## src/rtl/crtc_pkg.sv

```systemverilog
package crtc_pkg;

    localparam int CW = 8;

    typedef struct packed {
        logic [CW-1:0] hcc;
        logic [CW-1:0] vlc;
        logic [CW-1:0] vcc;
    } crtc_cnt_t;

    function automatic logic [7:0] reg_mask(input int idx);
        case (idx)
            4, 6, 7, 10: return 8'h7F;
            9, 11:       return 8'h1F;
            12, 14, 16:  return 8'h3F;
            default:     return 8'hFF;
        endcase
    endfunction

    function automatic logic in_window(input logic [7:0] pos,
                                       input logic [7:0] first,
                                       input logic [3:0] width);
        logic [8:0] last;
        last = {1'b0, first} + {5'd0, width};
        return (width != 4'd0) && (pos >= first) && ({1'b0, pos} <= last);
    endfunction

    function automatic logic [15:0] pack_vaddr(input logic [13:0] ma,
                                               input logic [4:0] ra);
        return {ma[13:12], ra[2:0], ma[9:0], 1'b0};
    endfunction

endpackage

```

## src/rtl/crtc_step.sv

```systemverilog
module crtc_step #(
    parameter int DIV = 4
) (
    input  logic clk,
    input  logic rst,
    output logic tick
);
    localparam int DW = (DIV > 1) ? $clog2(DIV) : 1;
    localparam logic [DW-1:0] LAST = DW'(DIV - 1);

    logic [DW-1:0] div_q;

    always_ff @(posedge clk) begin
        if (rst)               div_q <= '0;
        else if (div_q == LAST) div_q <= '0;
        else                   div_q <= div_q + 1'b1;
    end

    assign tick = (div_q == LAST);

    a_r2_tick_spacing: assert property (@(posedge clk) disable iff (rst)
        tick |=> !tick);
endmodule

```

## src/rtl/crtc_regs.sv

```systemverilog
module crtc_regs #(
    parameter int NUM_REGS = 18
) (
    input  logic                     clk,
    input  logic                     rst,
    input  logic                     sel_we,
    input  logic                     data_we,
    input  logic [7:0]               wdata,
    output logic [NUM_REGS-1:0][7:0] regs
);
    import crtc_pkg::*;

    logic [7:0] sel_q;

    always_ff @(posedge clk) begin
        if (rst) sel_q <= '0;
        else if (sel_we) sel_q <= wdata;
    end

    for (genvar g = 0; g < NUM_REGS; g++) begin : g_reg
        always_ff @(posedge clk) begin
            if (rst)
                regs[g] <= '0;
            else if (data_we && sel_q == 8'(g))
                regs[g] <= wdata & reg_mask(g);
        end
    end

    a_r1_ignore_high_index: assert property (@(posedge clk) disable iff (rst)
        (data_we && sel_q >= 8'(NUM_REGS)) |=> $stable(regs));
endmodule

```

## src/rtl/crtc_count.sv

```systemverilog
module crtc_count (
    input  logic                clk,
    input  logic                rst,
    input  logic                tick,
    input  logic [7:0]          h_total,
    input  logic [7:0]          sl_total,
    input  logic [7:0]          row_total,
    output crtc_pkg::crtc_cnt_t cnt,
    output logic                frame_wrap
);
    logic h_end, sl_end, row_end;

    assign h_end      = cnt.hcc >= h_total;
    assign sl_end     = cnt.vlc >= sl_total;
    assign row_end    = cnt.vcc >= row_total;
    assign frame_wrap = tick && h_end && sl_end && row_end;

    always_ff @(posedge clk) begin
        if (rst) begin
            cnt <= '0;
        end else if (tick) begin
            if (!h_end) begin
                cnt.hcc <= cnt.hcc + 1'b1;
            end else begin
                cnt.hcc <= '0;
                if (!sl_end) begin
                    cnt.vlc <= cnt.vlc + 1'b1;
                end else begin
                    cnt.vlc <= '0;
                    cnt.vcc <= row_end ? '0 : cnt.vcc + 1'b1;
                end
            end
        end
    end

    a_r2_hold_between_steps: assert property (@(posedge clk) disable iff (rst)
        !tick |=> $stable(cnt));
    a_r3_char_wrap: assert property (@(posedge clk) disable iff (rst)
        (tick && cnt.hcc >= h_total) |=> cnt.hcc == '0);
    a_r4_scanline_hold: assert property (@(posedge clk) disable iff (rst)
        (tick && cnt.hcc < h_total) |=> $stable(cnt.vlc) && $stable(cnt.vcc));
endmodule

```

## src/rtl/crt_timing_gen.sv

```systemverilog
module crt_timing_gen #(
    parameter int NUM_REGS = 18,
    parameter int DIV      = 4
) (
    input  logic        clk,
    input  logic        rst,
    input  logic        sel_we,
    input  logic        data_we,
    input  logic [7:0]  wdata,
    output logic        hsync,
    output logic        vsync,
    output logic        de,
    output logic [13:0] ma,
    output logic [4:0]  ra,
    output logic [15:0] vaddr
);
    import crtc_pkg::*;

    logic [NUM_REGS-1:0][7:0] regs;
    logic                     tick;
    logic                     frame_wrap;
    crtc_cnt_t                cnt;
    logic [13:0]              start_q;
    logic [15:0]              row_base;
    logic [15:0]              lin_addr;

    crtc_step #(.DIV(DIV)) u_step (.clk(clk), .rst(rst), .tick(tick));

    crtc_regs #(.NUM_REGS(NUM_REGS)) u_regs (
        .clk(clk), .rst(rst), .sel_we(sel_we), .data_we(data_we),
        .wdata(wdata), .regs(regs));

    crtc_count u_count (
        .clk(clk), .rst(rst), .tick(tick),
        .h_total(regs[0]), .sl_total(regs[9]), .row_total(regs[4]),
        .cnt(cnt), .frame_wrap(frame_wrap));

    always_ff @(posedge clk) begin
        if (rst)             start_q <= '0;
        else if (frame_wrap) start_q <= {regs[12][5:0], regs[13]};
    end

    assign row_base = cnt.vcc * regs[1];
    assign lin_addr = {2'b00, start_q} + row_base + {8'd0, cnt.hcc};

    assign hsync = in_window(cnt.hcc, regs[2], regs[3][3:0]);
    assign vsync = in_window(cnt.vcc, regs[7], regs[3][7:4]);
    assign de    = (cnt.hcc < regs[1]) && (cnt.vcc < regs[6]);
    assign ma    = lin_addr[13:0];
    assign ra    = cnt.vlc[4:0];
    assign vaddr = pack_vaddr(ma, ra);

    a_r5_zero_width_quiet: assert property (@(posedge clk) disable iff (rst)
        (regs[3][3:0] == 4'd0) |-> !hsync);
    a_r10_start_held: assert property (@(posedge clk) disable iff (rst)
        !frame_wrap |=> $stable(start_q));
    a_r7_de_in_row: assert property (@(posedge clk) disable iff (rst)
        de |-> (cnt.vcc < regs[6]));
endmodule

```

## config.mk

```make
export PLATFORM = sky130hd
export DESIGN_NAME = crt_timing_gen
export DESIGN_NICKNAME = d
export VERILOG_FILES = /design/src/rtl/crtc_pkg.sv /design/src/rtl/crtc_step.sv /design/src/rtl/crtc_regs.sv /design/src/rtl/crtc_count.sv /design/src/rtl/crt_timing_gen.sv
export SDC_FILE = /design/constraint.sdc
export NUM_CORES = 1
export LEC_CHECK = 0
export ABC_AREA = 1
export BUFFER_PORTS_ARGS = -buffer_cell sky130_fd_sc_hd__buf_2
export CAP_MARGIN = 20
export CORE_ASPECT_RATIO = 1.4
export CORE_MARGIN = 4
export CORE_UTILIZATION = 40
export CTS_BUF_LIST = sky130_fd_sc_hd__clkbuf_4 sky130_fd_sc_hd__clkbuf_8 sky130_fd_sc_hd__clkbuf_16
export DETAILED_ROUTE_END_ITERATION = 10
export SYNTH_ARGS = -nofsm -noshare
export SYNTH_HDL_FRONTEND = slang
export SYNTH_SLANG_ARGS = --single-unit
```

## constraint.sdc

```tcl
create_clock -name clk -period 8.35 [get_ports clk]
set_input_delay 0.4175 -clock clk [delete_from_list [all_inputs] [get_ports clk]]
set_output_delay 0.4175 -clock clk [all_outputs]
set_load 0.03 [all_outputs]
```

==> flow_summary.ini, run 1 <==
[critical_path]
path_class = reg2out
cp-end-kind = output pin
required_ns = 7.93
cp.arrival_ns = 5.32
rr_startpoint = u_count.cnt[0]$_SDFFE_PP0P_
rr_worst_depth = 11
reg2reg_slack_ns = 5.43
r2r_end = start_q[13]$_SDFFE_PP0P_
crit_path_start_kind = flip-flop
worst-path-max-fanout = 15

[synth]
yosys_warnings = 0
synth_edf_count = 0
ys.flop_type = dfxtp_1
synthArstFlopShare_pct = 0
ys_top_cells_by_count = inv_1 (205), nand2_1 (192), a21oi_1 (126)
synth_compound_area_share_pct = 13.4
synth_nets = 1377
netlist_area_mm2 = 0.00917
syn_area_per_cell_um2 = 7.66
syn_inst = 1196
synth_mux_area_share_pct = 0
ys_seq_area_share_pct = 26.2
yosys.area_share.simple_pct = 16.8
synth_top_family_by_area = adder cells
yosysMostFrequentCell = inv_1
synth_xor_area_share_pct = 3.73
yosysTopAreaCell = dfxtp_1
yosys.area_share.adder_pct = 27.6
synthTopCellsByArea = dfxtp_1 (26%), ha_1 (16%), fa_1 (12%), inv_1 (8.4%), nand2_1 (7.9%)
synth-seq-cells = 120
synth_top_area_share_pct = 26.2
yosysUniqueCellTypes = 40

[sta]
fin_tns_setup_ns = 0
min_period_over_period_pct = 68.7
period_minus_slack_ns = 5.74
finalHoldViolations = 0
max_freq_mhz = 174
finalSetupViolCount = 0
rsz0062_at_grt = no
whs_ns = 0.335
relSlewSlack_pct = 35.7
drv_slew = 0
timing.final.ws_setup_ns = 2.61
clock_skew_ns = 0.0111
tightest_slew_ns = 0.959

[clocking]
post_cts_resized = 0
clockRootBuffer = clkbuf_16
cts_buffers = 17
postCtsSetupBuffers = 0
insertion_delay_ns = 0.42
cts_max_path_buffers = 2
postCtsHoldBufs = 0
cts_sinks = 120
htreeDepth = 4
path_clk_slew_ns = 0.06
cts_tree = done

[routing]
wl_per_cell_um = 14.8
routed_via_density = 4.97
firstDrtPassIters = 8
vias = 7531
routed_wl_um = 22400
ant_nets = 0
drt_iter0_markers = 306
drcViolationCount = 0

[power_and_ir_drop]
power_leakage_nw = 4.99
power.density_mw_per_mm2 = 151
worst_ir_drop_vdd_v = 0.000101

[hold_path]
hold_path_depth = 3
min_from = wdata[7]
hp-class = in2reg
hold-path-endpoint = u_regs.regs[23]$_SDFFE_PP0P_

[final_layout]
n_antenna_cell = 0
area_delta_synth_final_pct = 9.87
final_cells = 1515
fin_nets = 1382
drive_above_1_share_pct = 7.91
finish.instance_area_mm2 = 0.0101

[placed_design]
pre_cts_ws_ns = 3.02
dpl_cell_area_mm2 = 0.00946
post-dp-hpwl_um = 17100
routabilityCongestion = 0.826
io_buffers = 48
dp_cells = 1483

[floorplanning]
coreArea_mm2 = 0.0225
dieWidth_um = 136
io-pin-count = 50
die_area_mm2 = 0.0254
row_count = 65
die_h_um = 187
initial_core_util_pct = 40.7

[global_route]
grt_pass1_vias = 7475
gr-total-overflow = 0
grt_antenna_before_repair = 0
grt_use_total_pct = 18.1
grt_max_degree = 95
grt_pass1_wl_um = 37000

[status]
status = complete, no violations

[flow_run]
maxCapViolCount = 0
-- cell type report --
type                    count  area (um^2)
repair buffers             52          270
clock inverters            12          141
clock buffers              20          467
flip-flops and latches    120         2400
multi-input cells         805         5640
inverters                 205          769
fillers                  2285        12500
well taps                 301          377
-- registers in the layout, summed over array words and instances, names as in the netlist --
| register | count |
|---|---|
| u_regs.regs | 72 |
| u_count.cnt | 24 |
| start_q | 14 |
| u_regs.sel_q | 8 |
| u_step.div_q | 2 |
-- cell families after synthesis --
family / count (synthesis)
AO/OA/AOI/OAI: 234
XOR/XNOR: 39
adder cells (fa/ha/maj): 169
buffers and inverters: 271
flip-flops: 120
other: 1
AND/OR/NAND/NOR: 362
-- worst max-delay path by stage --
stage	start	endpoint	slack, ns	cells after the start
5_1_grt	u_count.cnt[3]$_SDFFE_PP0P_	ma[11]	2.29	17
6_report	u_count.cnt[1]$_SDFFE_PP0P_	ma[11]	2.61	17
3_3_place_gp	u_count.cnt[2]$_SDFFE_PP0P_	vaddr[15]	3.07	17
2_1_floorplan	u_count.cnt[2]$_SDFFE_PP0P_	vaddr[15]	2.86	18
3_5_place_dp	u_count.cnt[3]$_SDFFE_PP0P_	ma[13]	3.02	17
4_1_cts	u_count.cnt[3]$_SDFFE_PP0P_	ma[13]	2.59	17
-- power breakdown --
group / switching (mW) / leakage (nW) / internal [mW]
sequential: 0.0129 / 0.971 / 0.588
clock: 0.282 / 0.293 / 0.466
combinational: 0.118 / 3.73 / 0.0519
total: 0.413 / 4.99 / 1.11
-- through the flow --
| stage | utilization, % | power (mW) |
|---|---|---|
| 2_1_floorplan | - | 0.743 |
| 6_report | 44.7 | 1.52 |
| 4_1_cts | 44.7 | 1.54 |
| 3_3_place_gp | 42.0 | 0.782 |
| 5_1_grt | 44.7 | 1.58 |
| 3_5_place_dp | 42.0 | 0.785 |
-- layer usage --
metal  track usage [%]  vias to the layer above  part of all wire (%)
li1                  -                     3826                     -
met1              21.7                     3540                    43
met3              1.75                       25                   2.6
met5                 0                        -                     0
met4              6.09                        0                   1.9
met2              33.5                      140                    53
-- layout by cell type, fill, tap and decap left out, drive strengths merged --
master	synthesis	layout
nor4	2	2
o21bai	1	1
clkbuf	30	20
dfxtp	120	120
conb	1	1
nor3b	4	4
a21oi	126	126
nand3b	1	1
o2bb2ai	1	1
nor3	16	16
or4	1	1
a211oi	7	7
nand3	41	41
nand2	194	194
ha	114	114
xor2	26	26
bufinv	0	2
or3	1	1
xnor2	13	13
o31ai	1	1
buf	36	52
o2111ai	2	2
clkinv	0	6
a31oi	4	4
nand4	11	11
fa	55	55
or3b	1	1
a21o	3	3
o21ai	86	86
nor2	90	90
inv	205	207
o32ai	1	1
clkinvlp	0	2
o211ai	2	2
-- worst max-delay path, stage by stage (launching register included) --
cell	delay, ns
dfxtp_1	0.72
nand2_1	0.16
fa_1	0.51
fa_1	0.54
inv_1	0.05
fa_1	0.50
fa_1	0.54
inv_1	0.05
fa_1	0.49
inv_1	0.04
ha_1	0.35
nand2_1	0.11
o21ai_0	0.12
a21oi_1	0.21
nor2_1	0.06
nor2_1	0.11
xor2_1	0.14
buf_2	0.21
(Power assumes the default switching activity.)
==> run 2: changes to the inputs <==
==> constraint.sdc (replaced) <==
create_clock -name clk -period 5.55 [get_ports clk]
set_input_delay 0.2775 -clock clk [delete_from_list [all_inputs] [get_ports clk]]
set_output_delay 0.2775 -clock clk [all_outputs]
set_load 0.03 [all_outputs]
==> flow_summary.ini, run 2 (same netlist as run 1, synthesis figures left out) <==
[floorplanning]
initial_core_util_pct = 40.7
die_h_um = 187
coreArea_mm2 = 0.0225
io-pin-count = 50
die_area_mm2 = 0.0254
row_count = 65
dieWidth_um = 136

[clocking]
clockRootBuffer = clkbuf_16
cts_max_path_buffers = 2
cts_sinks = 120
post_cts_resized = 0
cts_tree = done
path_clk_slew_ns = 0.05
insertion_delay_ns = 0.42
postCtsSetupBuffers = 0
cts_buffers = 17
postCtsHoldBufs = 0
htreeDepth = 4

[power_and_ir_drop]
worst_ir_drop_vdd_v = 0.000161
power.density_mw_per_mm2 = 233
p_total_mw = 2.38
power_leakage_nw = 5.08

[critical_path]
cp_slowest_cell = fa_1
path_class = reg2out
crit_chain = nand2_1 > fa_1 > inv_1 > fa_1 > inv_1 > fa_1 > inv_1 > fa_1 > fa_1 > ha_1 > a21oi_1 > o21ai_0 > a21oi_1 > nor2_1 > nor2_1 > xor2_1 > buf_2
slowest_delay_ns = 0.56
required_ns = 5.27
path_depth = 17
worst-path-max-fanout = 9
worst_path_dominant_cell_family = adder cells
cp.arrival_ns = 5.01
crit_path_start_kind = flip-flop
path_buf_inv = 4
rr_worst_depth = 10
crit_top_cell = fa_1
cp-end-kind = output pin

[routing]
drt_iter0_markers = 408
wl_per_cell_um = 14.6
routed_via_density = 4.99
vias = 7603
drcViolationCount = 0
firstDrtPassIters = 5
routed_wl_um = 22200
ant_nets = 0

[hold_path]
hp-class = in2reg
hold_path_depth = 3

[sta]
min_period_over_period_pct = 95.3
period_minus_slack_ns = 5.29
rsz0062_at_grt = yes
fin_tns_setup_ns = 0
whs_ns = 0.205
clock_skew_ns = 0.00803
tightest_slew_ns = 0.967
finalHoldViolations = 0
timing.final.ws_setup_ns = 0.263
relSlewSlack_pct = 35.2
finalSetupViolCount = 0
max_freq_mhz = 189
drv_slew = 0

[final_layout]
final_cell_mix = inv_1 (204), nand2_1 (192), a21oi_1 (126)
largest_reg_flops = 72
fillers = 2294
fin_nets = 1392
top_register = u_regs.regs
final_common_cell = inv_1
n_antenna_cell = 0
finish.instance_area_mm2 = 0.0102
area_delta_synth_final_pct = 11.3
drive_above_1_share_pct = 9.56
reg_top3 = u_regs.regs (72), u_count.cnt (24), start_q (14)

[placed_design]
io_buffers = 48
pre_cts_ws_ns = 0.528
routabilityCongestion = 0.835
post-dp-hpwl_um = 17300
dpl_cell_area_mm2 = 0.00953

[global_route]
grt_pass1_wl_um = 36600
grt_max_degree = 49
grt_use_total_pct = 18.0
grt_pass1_vias = 7425
grt_antenna_before_repair = 0
gr-total-overflow = 0

[flow_run]
maxCapViolCount = 0

[status]
status = complete, no violations
[run 2: layout make-up]
cell class	instances	area [um^2]	area share [%]
multi-input combinational	805	5640	55.3
inverter	205	769	7.54
clock inverter	14	220	2.16
tap	301	377	3.69
timing repair buffer	62	343	3.36
clock buffer	18	433	4.24
sequential	120	2420	23.7
[run 2: final timing paths]
kind	to	slack, ns	start
max reg2reg	start_q[9]$_SDFFE_PP0P_	2.83	u_count.cnt[21]$_SDFFE_PP0P_
max	ma[11]	0.26	u_count.cnt[5]$_SDFFE_PP0P_
min reg2reg	u_step.div_q[0]$_SDFF_PP0_	0.42	u_step.div_q[0]$_SDFF_PP0_
min	u_regs.regs[48]$_SDFFE_PP0P_	0.21	wdata[0]
[run 2: power by group]
part	switching, mW	internal (mW)
combinational	0.178	0.0786
sequential	0.0181	0.886
clock	0.411	0.805
[run 2: worst register-to-register path, cell delays in order (launching register included)]
cell,delay (ns)
dfxtp_1,0.46
ha_1,0.38
nand2_1,0.06
nor2_1,0.13
nand4_1,0.10
nand3_1,0.19
nand2_2,0.19
nor2_2,0.75
nand3_1,0.21
nand2_1,0.11
nor2_1,0.04
[run 2: routing by layer]
layer / vias up / global-route usage [%] / routed length, um
met5: - / 0 / 0
met4: 0 / 6.17 / 582
met3: 31 / 2.37 / 743
met2: 145 / 32.8 / 11400
met1: 3585 / 21.6 / 9500
li1: 3842 / - / -
[run 2: per-stage QoR]
step | std cells | util [%]
floorplan | 1196 | -
detailed placement | 1493 | 42.3
global route | 1525 | 45.3
global placement | 1492 | 42.3
finish | 1525 | 45.3
CTS | 1525 | 45.2
